===== src/rtl/capseal_pkg.sv =====
package capseal_pkg;
  localparam int ADDR_W  = 64;
  localparam int OTYPE_W = 24;
  localparam int CAUSE_W = 3;
  localparam int CUR_W   = ADDR_W + 1;

  typedef enum logic [CAUSE_W-1:0] {
    CAUSE_NONE = 3'd0,
    CAUSE_TAG  = 3'd1,
    CAUSE_SEAL = 3'd2,
    CAUSE_TYPE = 3'd3,
    CAUSE_PERM = 3'd4,
    CAUSE_LEN  = 3'd5
  } causeT;

  typedef enum logic [1:0] {
    OT_KEEP   = 2'd0,
    OT_CURSOR = 2'd1,
    OT_ZERO   = 2'd2
  } otypeSelT;

  typedef struct packed {
    logic     req;
    logic     fail;
    causeT    cause;
    logic     blameAuth;
    logic     setSealed;
    otypeSelT otypeSel;
  } strobeT;
endpackage


===== src/rtl/capseal_ctrl.sv =====
module capseal_ctrl
  import capseal_pkg::*;
(
  input  logic   clk,
  input  logic   rstN,
  input  logic   reqValid,
  input  logic   opUnseal,
  input  logic   srcTag,
  input  logic   srcSealed,
  input  logic   authTag,
  input  logic   authSealed,
  input  logic   authPermSeal,
  input  logic   offGeLen,
  input  logic   cursorAboveMax,
  input  logic   cursorNeType,
  output strobeT st
);

  always_comb begin
    st           = '0;
    st.req       = reqValid;
    st.cause     = CAUSE_NONE;
    st.setSealed = !opUnseal;
    st.otypeSel  = opUnseal ? OT_ZERO : OT_CURSOR;
    if (!srcTag) begin
      st.fail = 1'b1; st.cause = CAUSE_TAG; st.blameAuth = 1'b0;
    end else if (!authTag) begin
      st.fail = 1'b1; st.cause = CAUSE_TAG; st.blameAuth = 1'b1;
    end else if (opUnseal ? !srcSealed : srcSealed) begin
      st.fail = 1'b1; st.cause = CAUSE_SEAL; st.blameAuth = 1'b0;
    end else if (authSealed) begin
      st.fail = 1'b1; st.cause = CAUSE_SEAL; st.blameAuth = 1'b1;
    end else if (opUnseal) begin
      if (cursorNeType) begin
        st.fail = 1'b1; st.cause = CAUSE_TYPE; st.blameAuth = 1'b1;
      end else if (!authPermSeal) begin
        st.fail = 1'b1; st.cause = CAUSE_PERM; st.blameAuth = 1'b1;
      end else if (offGeLen) begin
        st.fail = 1'b1; st.cause = CAUSE_LEN; st.blameAuth = 1'b1;
      end
    end else begin
      if (!authPermSeal) begin
        st.fail = 1'b1; st.cause = CAUSE_PERM; st.blameAuth = 1'b1;
      end else if (offGeLen || cursorAboveMax) begin
        st.fail = 1'b1; st.cause = CAUSE_LEN; st.blameAuth = 1'b1;
      end
    end
  end

  // an untagged source outranks every other check
  a_r2_src_tag_first: assert property (@(posedge clk) disable iff (!rstN)
    (reqValid && !srcTag) |-> (st.fail && st.cause == CAUSE_TAG && !st.blameAuth));

  // type mismatch outranks permission and length on unseal
  a_r4_type_before_perm: assert property (@(posedge clk) disable iff (!rstN)
    (reqValid && opUnseal && srcTag && authTag && srcSealed && !authSealed && cursorNeType)
      |-> (st.cause == CAUSE_TYPE && st.blameAuth));

  // a cursor beyond the type range never seals
  a_r6_no_seal_out_of_range: assert property (@(posedge clk) disable iff (!rstN)
    (reqValid && !opUnseal && cursorAboveMax) |-> st.fail);

endmodule


===== src/rtl/capseal_dp.sv =====
module capseal_dp
  import capseal_pkg::*;
(
  input  logic               clk,
  input  logic               rstN,
  input  strobeT             st,
  input  logic               srcTag,
  input  logic               srcSealed,
  input  logic               srcPermSeal,
  input  logic [OTYPE_W-1:0] srcOtype,
  input  logic [ADDR_W-1:0]  srcBase,
  input  logic [ADDR_W-1:0]  srcOffset,
  input  logic [ADDR_W-1:0]  srcLength,
  input  logic [ADDR_W-1:0]  authBase,
  input  logic [ADDR_W-1:0]  authOffset,
  input  logic [ADDR_W-1:0]  authLength,
  output logic               offGeLen,
  output logic               cursorAboveMax,
  output logic               cursorNeType,
  output logic               resOk,
  output logic               excValid,
  output logic [CAUSE_W-1:0] excCause,
  output logic               excBlameAuth,
  output logic               resTag,
  output logic               resSealed,
  output logic               resPermSeal,
  output logic [OTYPE_W-1:0] resOtype,
  output logic [ADDR_W-1:0]  resBase,
  output logic [ADDR_W-1:0]  resOffset,
  output logic [ADDR_W-1:0]  resLength
);

  localparam int HI_W = CUR_W - OTYPE_W;

  logic [CUR_W-1:0]   cursor;
  logic [OTYPE_W-1:0] nextOtype;
  causeT              causeQ;

  assign cursor         = {1'b0, authBase} + {1'b0, authOffset};
  assign cursorAboveMax = |cursor[CUR_W-1:OTYPE_W];
  assign offGeLen       = authOffset >= authLength;
  assign cursorNeType   = cursor != {{HI_W{1'b0}}, srcOtype};

  always_comb begin
    unique case (st.otypeSel)
      OT_CURSOR: nextOtype = cursor[OTYPE_W-1:0];
      OT_ZERO:   nextOtype = '0;
      default:   nextOtype = srcOtype;
    endcase
  end

  always_ff @(posedge clk) begin
    if (!rstN) begin
      resOk        <= 1'b0;
      excValid     <= 1'b0;
      causeQ       <= CAUSE_NONE;
      excBlameAuth <= 1'b0;
      resTag       <= 1'b0;
      resSealed    <= 1'b0;
      resPermSeal  <= 1'b0;
      resOtype     <= '0;
      resBase      <= '0;
      resOffset    <= '0;
      resLength    <= '0;
    end else begin
      resOk    <= st.req && !st.fail;
      excValid <= st.req && st.fail;
      if (st.req) begin
        if (st.fail) begin
          causeQ       <= st.cause;
          excBlameAuth <= st.blameAuth;
          resTag       <= 1'b0;
          resSealed    <= 1'b0;
          resPermSeal  <= 1'b0;
          resOtype     <= '0;
          resBase      <= '0;
          resOffset    <= '0;
          resLength    <= '0;
        end else begin
          causeQ       <= CAUSE_NONE;
          excBlameAuth <= 1'b0;
          resTag       <= srcTag;
          resSealed    <= st.setSealed;
          resPermSeal  <= srcPermSeal;
          resOtype     <= nextOtype;
          resBase      <= srcBase;
          resOffset    <= srcOffset;
          resLength    <= srcLength;
        end
      end
    end
  end

  assign excCause = causeQ;

  // one outcome per request, none without a request
  a_r1_one_outcome: assert property (@(posedge clk) disable iff (!rstN)
    st.req |=> (resOk != excValid));
  a_r1_idle_quiet: assert property (@(posedge clk) disable iff (!rstN)
    !st.req |=> (!resOk && !excValid));

  // exception carries a zero capability and a real cause
  a_r7_exc_zero_cap: assert property (@(posedge clk) disable iff (!rstN)
    excValid |-> (!resTag && !resSealed && !resPermSeal && resOtype == '0 &&
                  resBase == '0 && resOffset == '0 && resLength == '0 &&
                  excCause != CAUSE_NONE));
  a_r7_ok_no_cause: assert property (@(posedge clk) disable iff (!rstN)
    resOk |-> (excCause == CAUSE_NONE));

  // seal stamps the cursor type and sets sealed
  a_r3_seal_stamp: assert property (@(posedge clk) disable iff (!rstN)
    (st.req && !st.fail && st.otypeSel == OT_CURSOR)
      |=> (resSealed && resOtype == $past(cursor[OTYPE_W-1:0])));

  // unseal clears sealed flag and type
  a_r5_unseal_clear: assert property (@(posedge clk) disable iff (!rstN)
    (st.req && !st.fail && st.otypeSel == OT_ZERO)
      |=> (!resSealed && resOtype == '0));

endmodule


===== src/rtl/capseal_unit.sv =====
module capseal_unit
  import capseal_pkg::*;
(
  input  logic               clk,
  input  logic               rstN,
  input  logic               reqValid,
  input  logic               opUnseal,
  input  logic               srcTag,
  input  logic               srcSealed,
  input  logic               srcPermSeal,
  input  logic [OTYPE_W-1:0] srcOtype,
  input  logic [ADDR_W-1:0]  srcBase,
  input  logic [ADDR_W-1:0]  srcOffset,
  input  logic [ADDR_W-1:0]  srcLength,
  input  logic               authTag,
  input  logic               authSealed,
  input  logic               authPermSeal,
  input  logic [ADDR_W-1:0]  authBase,
  input  logic [ADDR_W-1:0]  authOffset,
  input  logic [ADDR_W-1:0]  authLength,
  output logic               resOk,
  output logic               excValid,
  output logic [CAUSE_W-1:0] excCause,
  output logic               excBlameAuth,
  output logic               resTag,
  output logic               resSealed,
  output logic               resPermSeal,
  output logic [OTYPE_W-1:0] resOtype,
  output logic [ADDR_W-1:0]  resBase,
  output logic [ADDR_W-1:0]  resOffset,
  output logic [ADDR_W-1:0]  resLength
);

  strobeT st;
  logic   offGeLen;
  logic   cursorAboveMax;
  logic   cursorNeType;

  capseal_ctrl u_ctrl (
    .clk(clk), .rstN(rstN), .reqValid(reqValid), .opUnseal(opUnseal),
    .srcTag(srcTag), .srcSealed(srcSealed), .authTag(authTag),
    .authSealed(authSealed), .authPermSeal(authPermSeal),
    .offGeLen(offGeLen), .cursorAboveMax(cursorAboveMax),
    .cursorNeType(cursorNeType), .st(st)
  );

  capseal_dp u_dp (
    .clk(clk), .rstN(rstN), .st(st),
    .srcTag(srcTag), .srcSealed(srcSealed), .srcPermSeal(srcPermSeal),
    .srcOtype(srcOtype), .srcBase(srcBase), .srcOffset(srcOffset),
    .srcLength(srcLength), .authBase(authBase), .authOffset(authOffset),
    .authLength(authLength), .offGeLen(offGeLen),
    .cursorAboveMax(cursorAboveMax), .cursorNeType(cursorNeType),
    .resOk(resOk), .excValid(excValid), .excCause(excCause),
    .excBlameAuth(excBlameAuth), .resTag(resTag), .resSealed(resSealed),
    .resPermSeal(resPermSeal), .resOtype(resOtype), .resBase(resBase),
    .resOffset(resOffset), .resLength(resLength)
  );

endmodule


===== config.mk =====
export PLATFORM = sky130hd
export DESIGN_NAME = capseal_unit
export DESIGN_NICKNAME = d
export VERILOG_FILES = /design/src/rtl/capseal_pkg.sv /design/src/rtl/capseal_ctrl.sv /design/src/rtl/capseal_dp.sv /design/src/rtl/capseal_unit.sv
export SDC_FILE = /design/constraint.sdc
export NUM_CORES = 1
export LEC_CHECK = 0
export BUFFER_PORTS_ARGS = -buffer_cell sky130_fd_sc_hd__buf_4
export CAP_MARGIN = 20
export CORE_AREA = 8 8 242 244
export CTS_CLUSTER_SIZE = 14
export DETAILED_ROUTE_END_ITERATION = 10
export DIE_AREA = 0 0 250 252
export GPL_ROUTABILITY_DRIVEN = 0
export RECOVER_POWER = 100
export SLEW_MARGIN = 30
export SYNTH_ARGS = -nofsm -noshare
export SYNTH_HDL_FRONTEND = slang
export SYNTH_SLANG_ARGS = --single-unit

===== constraint.sdc =====
create_clock -name clk -period 7.1 [get_ports clk]
set_input_delay 0.355 -clock clk [delete_from_list [all_inputs] [get_ports clk]]
set_output_delay 0.355 -clock clk [all_outputs]
set_load 0.03 [all_outputs]

## Word-level counts from Yosys, hierarchy flattened

Index checks and enable logic that the tools add are counted.

| storage, ports and cells | value |
|---|---|
| output and inout port bits | 225 |
| input port bits | 418 |
| register bits | 225 |
| logic and storage cells | 45 |

| cells by class | value |
|---|---|
| muxes and demuxes | 22 |
| add/subtract/negate cells | 1 |
| magnitude comparators | 1 |
| reductions and logical operators | 7 |
| equal/unequal tests | 3 |

Operator list:

| kind | count |
|---|---|
| 64-bit 2-to-1 mux | 3 |
| 64-bit by 64-bit adder with 65-bit output | 1 |
| 65-bit by 24-bit inequality test with 1-bit output | 1 |
| 64-bit >= comparator | 1 |
| 5-bit 2-to-1 mux | 10 |
| 24-bit one-hot mux with 2 select lines | 1 |
| 41-bit OR reduction | 1 |
| 24-bit 2-to-1 mux | 1 |
| 1-bit 2-to-1 mux | 5 |
| 1-bit zero test | 3 |
| 3-bit 2-to-1 mux | 1 |
| 2-bit by 1-bit equality test with 1-bit output (second input constant) | 1 |
| 2-bit equality test (second input constant) | 1 |
| 1-bit logical AND | 2 |
| 2-bit 2-to-1 mux | 1 |
| 1-bit logical OR | 1 |

## Longest topological paths before layout

| logic depth | value |
|---|---|
| depth in word-level cells | 12 |
| mapped depth | 17 |
| gate-level depth less buffers | 15 |

## Modules after synthesis

Synthesis repeated with hierarchy kept, for this count alone.

| second synthesis, totals | value |
|---|---|
| cell total of the unflattened synthesis | 1,573 |
| area, all modules | 13,689.4 um2 |

By module, submodules not included:

| module | area each (um2) | instances | seq. area each (um2) | cells an instance |
|---|---|---|---|---|
| capseal_dp | 13,510.5 | 1 | 4,504.3 | 1,546 |
| capseal_ctrl | 178.9 | 1 | 0.0 | 27 |

## Worst setup path before layout

Ideal clock, no wire load.

| timing path | value |
|---|---|
| path type | input port to flip-flop |
| start | input port authBase[0] |
| end | register u_dp.causeQ[2], in the netlist u_dp.excCause[2] |
| slack | 3.129 ns |
| cell stages on the path | 15 |
| arrival time | 3.854 ns |
| library setup time | 0.117 ns |
| path through | ha_1 > inv_1 > fa_1 > nand2b_1 > a211oi_1 > o21ai_1 > o21ai_1 > a221oi_2 > o31ai_1 > nand3_1 > mux2i_1 > nor4_1 > nand4_1 > or4b_1 > a32o_1 |

| between the ends | value |
|---|---|
| longest elaborated chain between the ends | 11 |
| elaborated cells between the ends (all ways) | 13 |
| classes of those cells | add/sub (1); eq/ne (1); mux (9); reduce/logical (2) |

Ends and longest elaborated chain:

| item | line | source |
|---|---|---|
| start, declared | capseal_unit.sv:18 | `input logic [ADDR_W-1:0] authBase,` |
| 64-bit by 64-bit adder with 65-bit output * | capseal_dp.sv:39 | `assign cursor = {1'b0, authBase} + {1'b0, authOffset};` |
| 41-bit OR reduction | capseal_dp.sv:40 | `assign cursorAboveMax = \|cursor[CUR_W-1:OTYPE_W];` |
| 1-bit logical OR | capseal_ctrl.sv:44 | `end else if (offGeLen \|\| cursorAboveMax) begin` |
| 5-bit 2-to-1 mux | capseal_ctrl.sv:44 |  |
| 5-bit 2-to-1 mux | capseal_ctrl.sv:42 | `if (!authPermSeal) begin` |
| 5-bit 2-to-1 mux * | capseal_ctrl.sv:33 | `end else if (opUnseal) begin` |
| 5-bit 2-to-1 mux * | capseal_ctrl.sv:31 | `end else if (authSealed) begin` |
| 5-bit 2-to-1 mux * | capseal_ctrl.sv:29 | `end else if (opUnseal ? !srcSealed : srcSealed) begin` |
| 5-bit 2-to-1 mux * | capseal_ctrl.sv:27 | `end else if (!authTag) begin` |
| 5-bit 2-to-1 mux * | capseal_ctrl.sv:25 | `if (!srcTag) begin` |
| 3-bit 2-to-1 mux * | capseal_dp.sv:69 | `if (st.fail) begin` |
| end signal, assigned | capseal_dp.sv:70 | `causeQ <= st.cause;` |
| end, declared | capseal_dp.sv:37 | `causeT causeQ;` |

Every way passes the cells marked *; elsewhere a longest branch is shown, timed or not.
A chain may end at the register's enable or synchronous reset.

## Final worst setup path

| timing path | value |
|---|---|
| start | input port authOffset[0] |
| end | register u_dp.resLength[29] |

| between the ends | value |
|---|---|
| longest elaborated chain between the ends | 11 |
| elaborated cells between the ends (all ways) | 16 |
| classes of those cells | add/sub (1); order compare (1); eq/ne (1); mux (11); reduce/logical (2) |

Ends and longest elaborated chain:

| item | line | source |
|---|---|---|
| start, declared | capseal_unit.sv:19 | `input logic [ADDR_W-1:0] authOffset,` |
| 64-bit by 64-bit adder with 65-bit output | capseal_dp.sv:39 |  |
| 41-bit OR reduction | capseal_dp.sv:40 |  |
| 1-bit logical OR | capseal_ctrl.sv:44 |  |
| 5-bit 2-to-1 mux | capseal_ctrl.sv:44 |  |
| 5-bit 2-to-1 mux | capseal_ctrl.sv:42 |  |
| 5-bit 2-to-1 mux * | capseal_ctrl.sv:33 |  |
| 5-bit 2-to-1 mux * | capseal_ctrl.sv:31 |  |
| 5-bit 2-to-1 mux * | capseal_ctrl.sv:29 |  |
| 5-bit 2-to-1 mux * | capseal_ctrl.sv:27 |  |
| 5-bit 2-to-1 mux * | capseal_ctrl.sv:25 |  |
| 64-bit 2-to-1 mux * | capseal_dp.sv:69 |  |
| end signal, assigned | capseal_dp.sv:88 | `resLength <= srcLength;` |
| end, declared | capseal_dp.sv:30 | `output logic [ADDR_W-1:0] resLength` |

Marks and branches as above.

==> metrics.md <==
| Metric | Value |
|---|---|
| Logic gate share of total power | 0.261 |
| Yosys top cell area share | 0.327 |
| Clk slew on worst S/H paths | 0.06 ns |
| Remaining max-slew budget at the tightest pin | -0.180 |
| Worst setup SP type | input pin |
| Synth warn | 0 |
| Tcrit/Tclk final | 0.806 |
| 1st-pass router iterations | 7 |
| Largest net degree at the start of global routing | 144 |
| Initial Util | 0.252 |
| Placement Rows | 86 |
| CP Max Fanout | 143 |
| Layout Area Growth over Synthesis | 45.5% |
| Vias in the first global route | 16126 |
| Status | finished with violations |
| Drt initial violations | 1206 |
| Synth area leaders | dfxtp_1, a22o_1, ha_1, a21oi_1, nand2_1 |
| CTS root buf | clkbuf_16 |
| P_leak | 8.53 nW |
| Die footprint | between 60000 and 70000 µm² |
| Hold-fix buffers, CTS | 96 |
| Die W | around 250 µm |
| Critical path type | in2reg |
| Cells after Synth | 1564 |
| Clock power frac | 0.390 |
| Port buffer count | 642 |
| Unrepaired setup endpoints after global routing | false |
| Chip height | 252 µm |
| Post-synthesis sequential area ratio | 0.327 |
| PwrDens | 180 nW/µm² |
| DR vias | 15817 |
| Cts repair resizes | 0 |
| Worst skew pair latency | 0.53 ns |
| DRT Wirelength | 73.3 mm |
| Final Hold Fails | 0 |
| Post-synth EDFFs | 0 |
| Fmax | 175 MHz |
| I/O pin total | 643 |
| DR WL/cell | ~25 µm |
| Post-DR vias/cell | 5.31 |
| Psw | 1.10 mW |
| Final setup violation count | 0 |
| Hold/Removal Path Class | in2reg |
| Fillers | 5724 |
| CP endpoint kind | register |
| Layout cell share with drive strength beyond 1 | 0.212 |
| CP Cell Sequence | clkbuf_4, ha_1, inv_1, fa_1, nand2b_1, a211oi_1, o21ai_1, o21ai_0, a221oi_2, o31ai_1, nand3_1, a21oi_1, o21ai_0, a221o_1, nor4_4, clkbuf_4, a22o_1 |
| #FFs+latches synth | 225 |
| CP max-delay cell | clkbuf_4 |
| Worst path arrival time | slightly above 6 ns |
| Netlist cell types | between 70 and 80 |
| Total GRT Usage | 0.216 |
| Synthesized area | 13800 µm² |
| Avg Synthesized Cell Area | 8.82 µm² |
| Min Tclk post-route | roughly 5.7 ns |
| Async set or reset register ratio after synthesis | 0 |
| CP Buf/Inv Count | 3 |
| Setup bufs post-CTS | 0 |
| Sw frac | 0.303 |
| Setup TNS | 0 ns |
| Initial antenna violation count | 26 |
| Cell internal pwr | roughly 2.5 mW |
| CTS tree | done |
| Fin nets | 2792 |
| Overflow after GRT | 0 |
| Max clock buf depth | 3 |
| First-pass GRT wire length | 105 mm |
| Clk sinks | 225 |
| Violated checks | capacitance limit, slew limit |
| CORE AREA | between 50000 and 60000 µm² |
| Crit path largest cell delay | 1.27 ns |
| Synth area leader | dfxtp_1 |
| HPWL Detailed | 61.0 mm |
| Htree depth | 1 |
| Post-DRT Antenna Nets | 0 |
| Top_reg_cell synth | dfxtp_1 |
| DR DRC count | 0 |
| Total power | 3.61 mW |
| CP required | 7.57 ns |
| CTS buffer count | 25 |
| Largest delay contributor family on the critical path | compound AO/OA/AOI/OAI gates |
| Final slew viol count | about 220 |
| Clock Skew | 0 ns |
| Max-cap viol count | 2 |
| Sequential cell fraction of total power | 0.350 |
| Slew @ Worst Pin | 1.77 ns |
| Net Count, Synth | 2111 |
| Peak supply drop | between 0.15 and 0.2 mV |
==> layer usage <==
metal  up-vias  track usage  share of wire
li1       7350            -              -
met1      7495        0.238           0.38
met2       797        0.403           0.51
met3       165       0.0501          0.074
met4        10       0.0747          0.040
met5         -            0        0.00097
==> layout make-up <==
class,count,area [µm²],area share
repair buffers,744,4990,0.249
well taps,704,881,0.0439
diodes,12,30.0,0.00150
flip-flops and latches,225,4500,0.224
multi-input cells,1165,8450,0.421
inverters,84,315,0.0157
clock inverters,15,210,0.0105
clock buffers,31,678,0.0338
==> per-stage QoR <==
stage	area (µm²)	hold slack [ns]	setup WS (ns)	cells	util
after global placement	19000	0.438	1.74	2825	0.348
after detailed placement	19000	0.458	1.71	2826	0.348
after CTS	20900	0.000256	2.28	2968	0.382
after global routing	20100	0.000748	0.933	2978	0.367
after floorplan	13800	0.457	3.13	1564	-
final	20100	0.0238	1.38	2980	0.367
==> power groups by stage <==
| stage | combinational [mW] | clock [mW] | sequential [mW] |
|---|---|---|---|
| after floorplan | 0.487 | 0 | 1.30 |
| after global placement | 0.862 | 0 | 1.29 |
| after detailed placement | 0.874 | 0 | 1.29 |
| after CTS | 0.929 | 1.45 | 1.26 |
| after global routing | 1.02 | 1.49 | 1.26 |
| final | 0.942 | 1.41 | 1.26 |
==> final timing paths <==
path | cells after the start | endpoint | from | slack [ns]
worst max-delay path | 17 | u_dp.resLength[29] | authOffset[0] | 1.38
worst max register to register | 4 | u_dp.excBlameAuth | u_dp.excBlameAuth | 6.37
worst min register to register | 1 | u_dp.resOtype[18] | u_dp.resOtype[18] | 0.47
worst min-delay path | 2 | u_dp.resBase[13] | srcBase[13] | 0.02
==> synthesized netlist by cell type, drive strengths merged, types with 9 or more instances <==
master	count
inv	83
o21a	13
xnor2	36
ha	128
nor4	14
or3	10
o211ai	12
dfxtp	225
a32o	17
nand3	25
nor2	91
nand2b	9
a211oi	16
nand4	51
a22o	202
o21ai	89
buf	39
xor2	20
a21oi	117
nand2	119
a21o	19
nor3	33
clkbuf	51
==> logic make-up (layout without fill, tap and decap cells) <==
group                      after synthesis  after routing  synth area share
AOI/OAI and AO/OA                      576            576             0.304
xor gates and xnor gates                61             61            0.0438
adders and majority gates              129            129             0.118
buffers and inverters                  174            874            0.0609
DFF                                    225            225             0.327
muxes                                   11             11           0.00826
other                                    0             12                 0
and+or+nand+nor                        388            388             0.139
==> worst reg2reg max path, delay by kind of cell, from the launching register on <==
kind	cells	cell delay, ns
flip-flops	1	0.34
AO/OA/AOI/OAI	2	0.20
buffers and inverters	1	0.04
AND/OR/NAND/NOR	1	0.07
==> flip-flops by register name, summed over array words and instances, names as in the netlist <==
signal             flops
u_dp.resOk             1
u_dp.resLength        64
u_dp.resOtype         24
u_dp.resOffset        64
u_dp.excBlameAuth      1
u_dp.excCause          3
u_dp.excValid          1
u_dp.resBase          64
u_dp.resTag            1
u_dp.resPermSeal       1
u_dp.resSealed         1
==> cells in the final DEF (no fill, tap or decap), types with 83 or more instances in the layout <==
| cell type | Yosys | routed |
|---|---|---|
| ha_1 | 128 | 128 |
| clkbuf_1 | 51 | 229 |
| a22o_1 | 202 | 202 |
| dfxtp_1 | 225 | 225 |
| buf_4 | 0 | 418 |
| inv_1 | 83 | 83 |
| a21oi_1 | 116 | 116 |
| dlygate4sd3_1 | 0 | 96 |
| nand2_1 | 119 | 119 |
| nor2_1 | 91 | 91 |
Note: power is estimated with default switching activity, not from simulation.
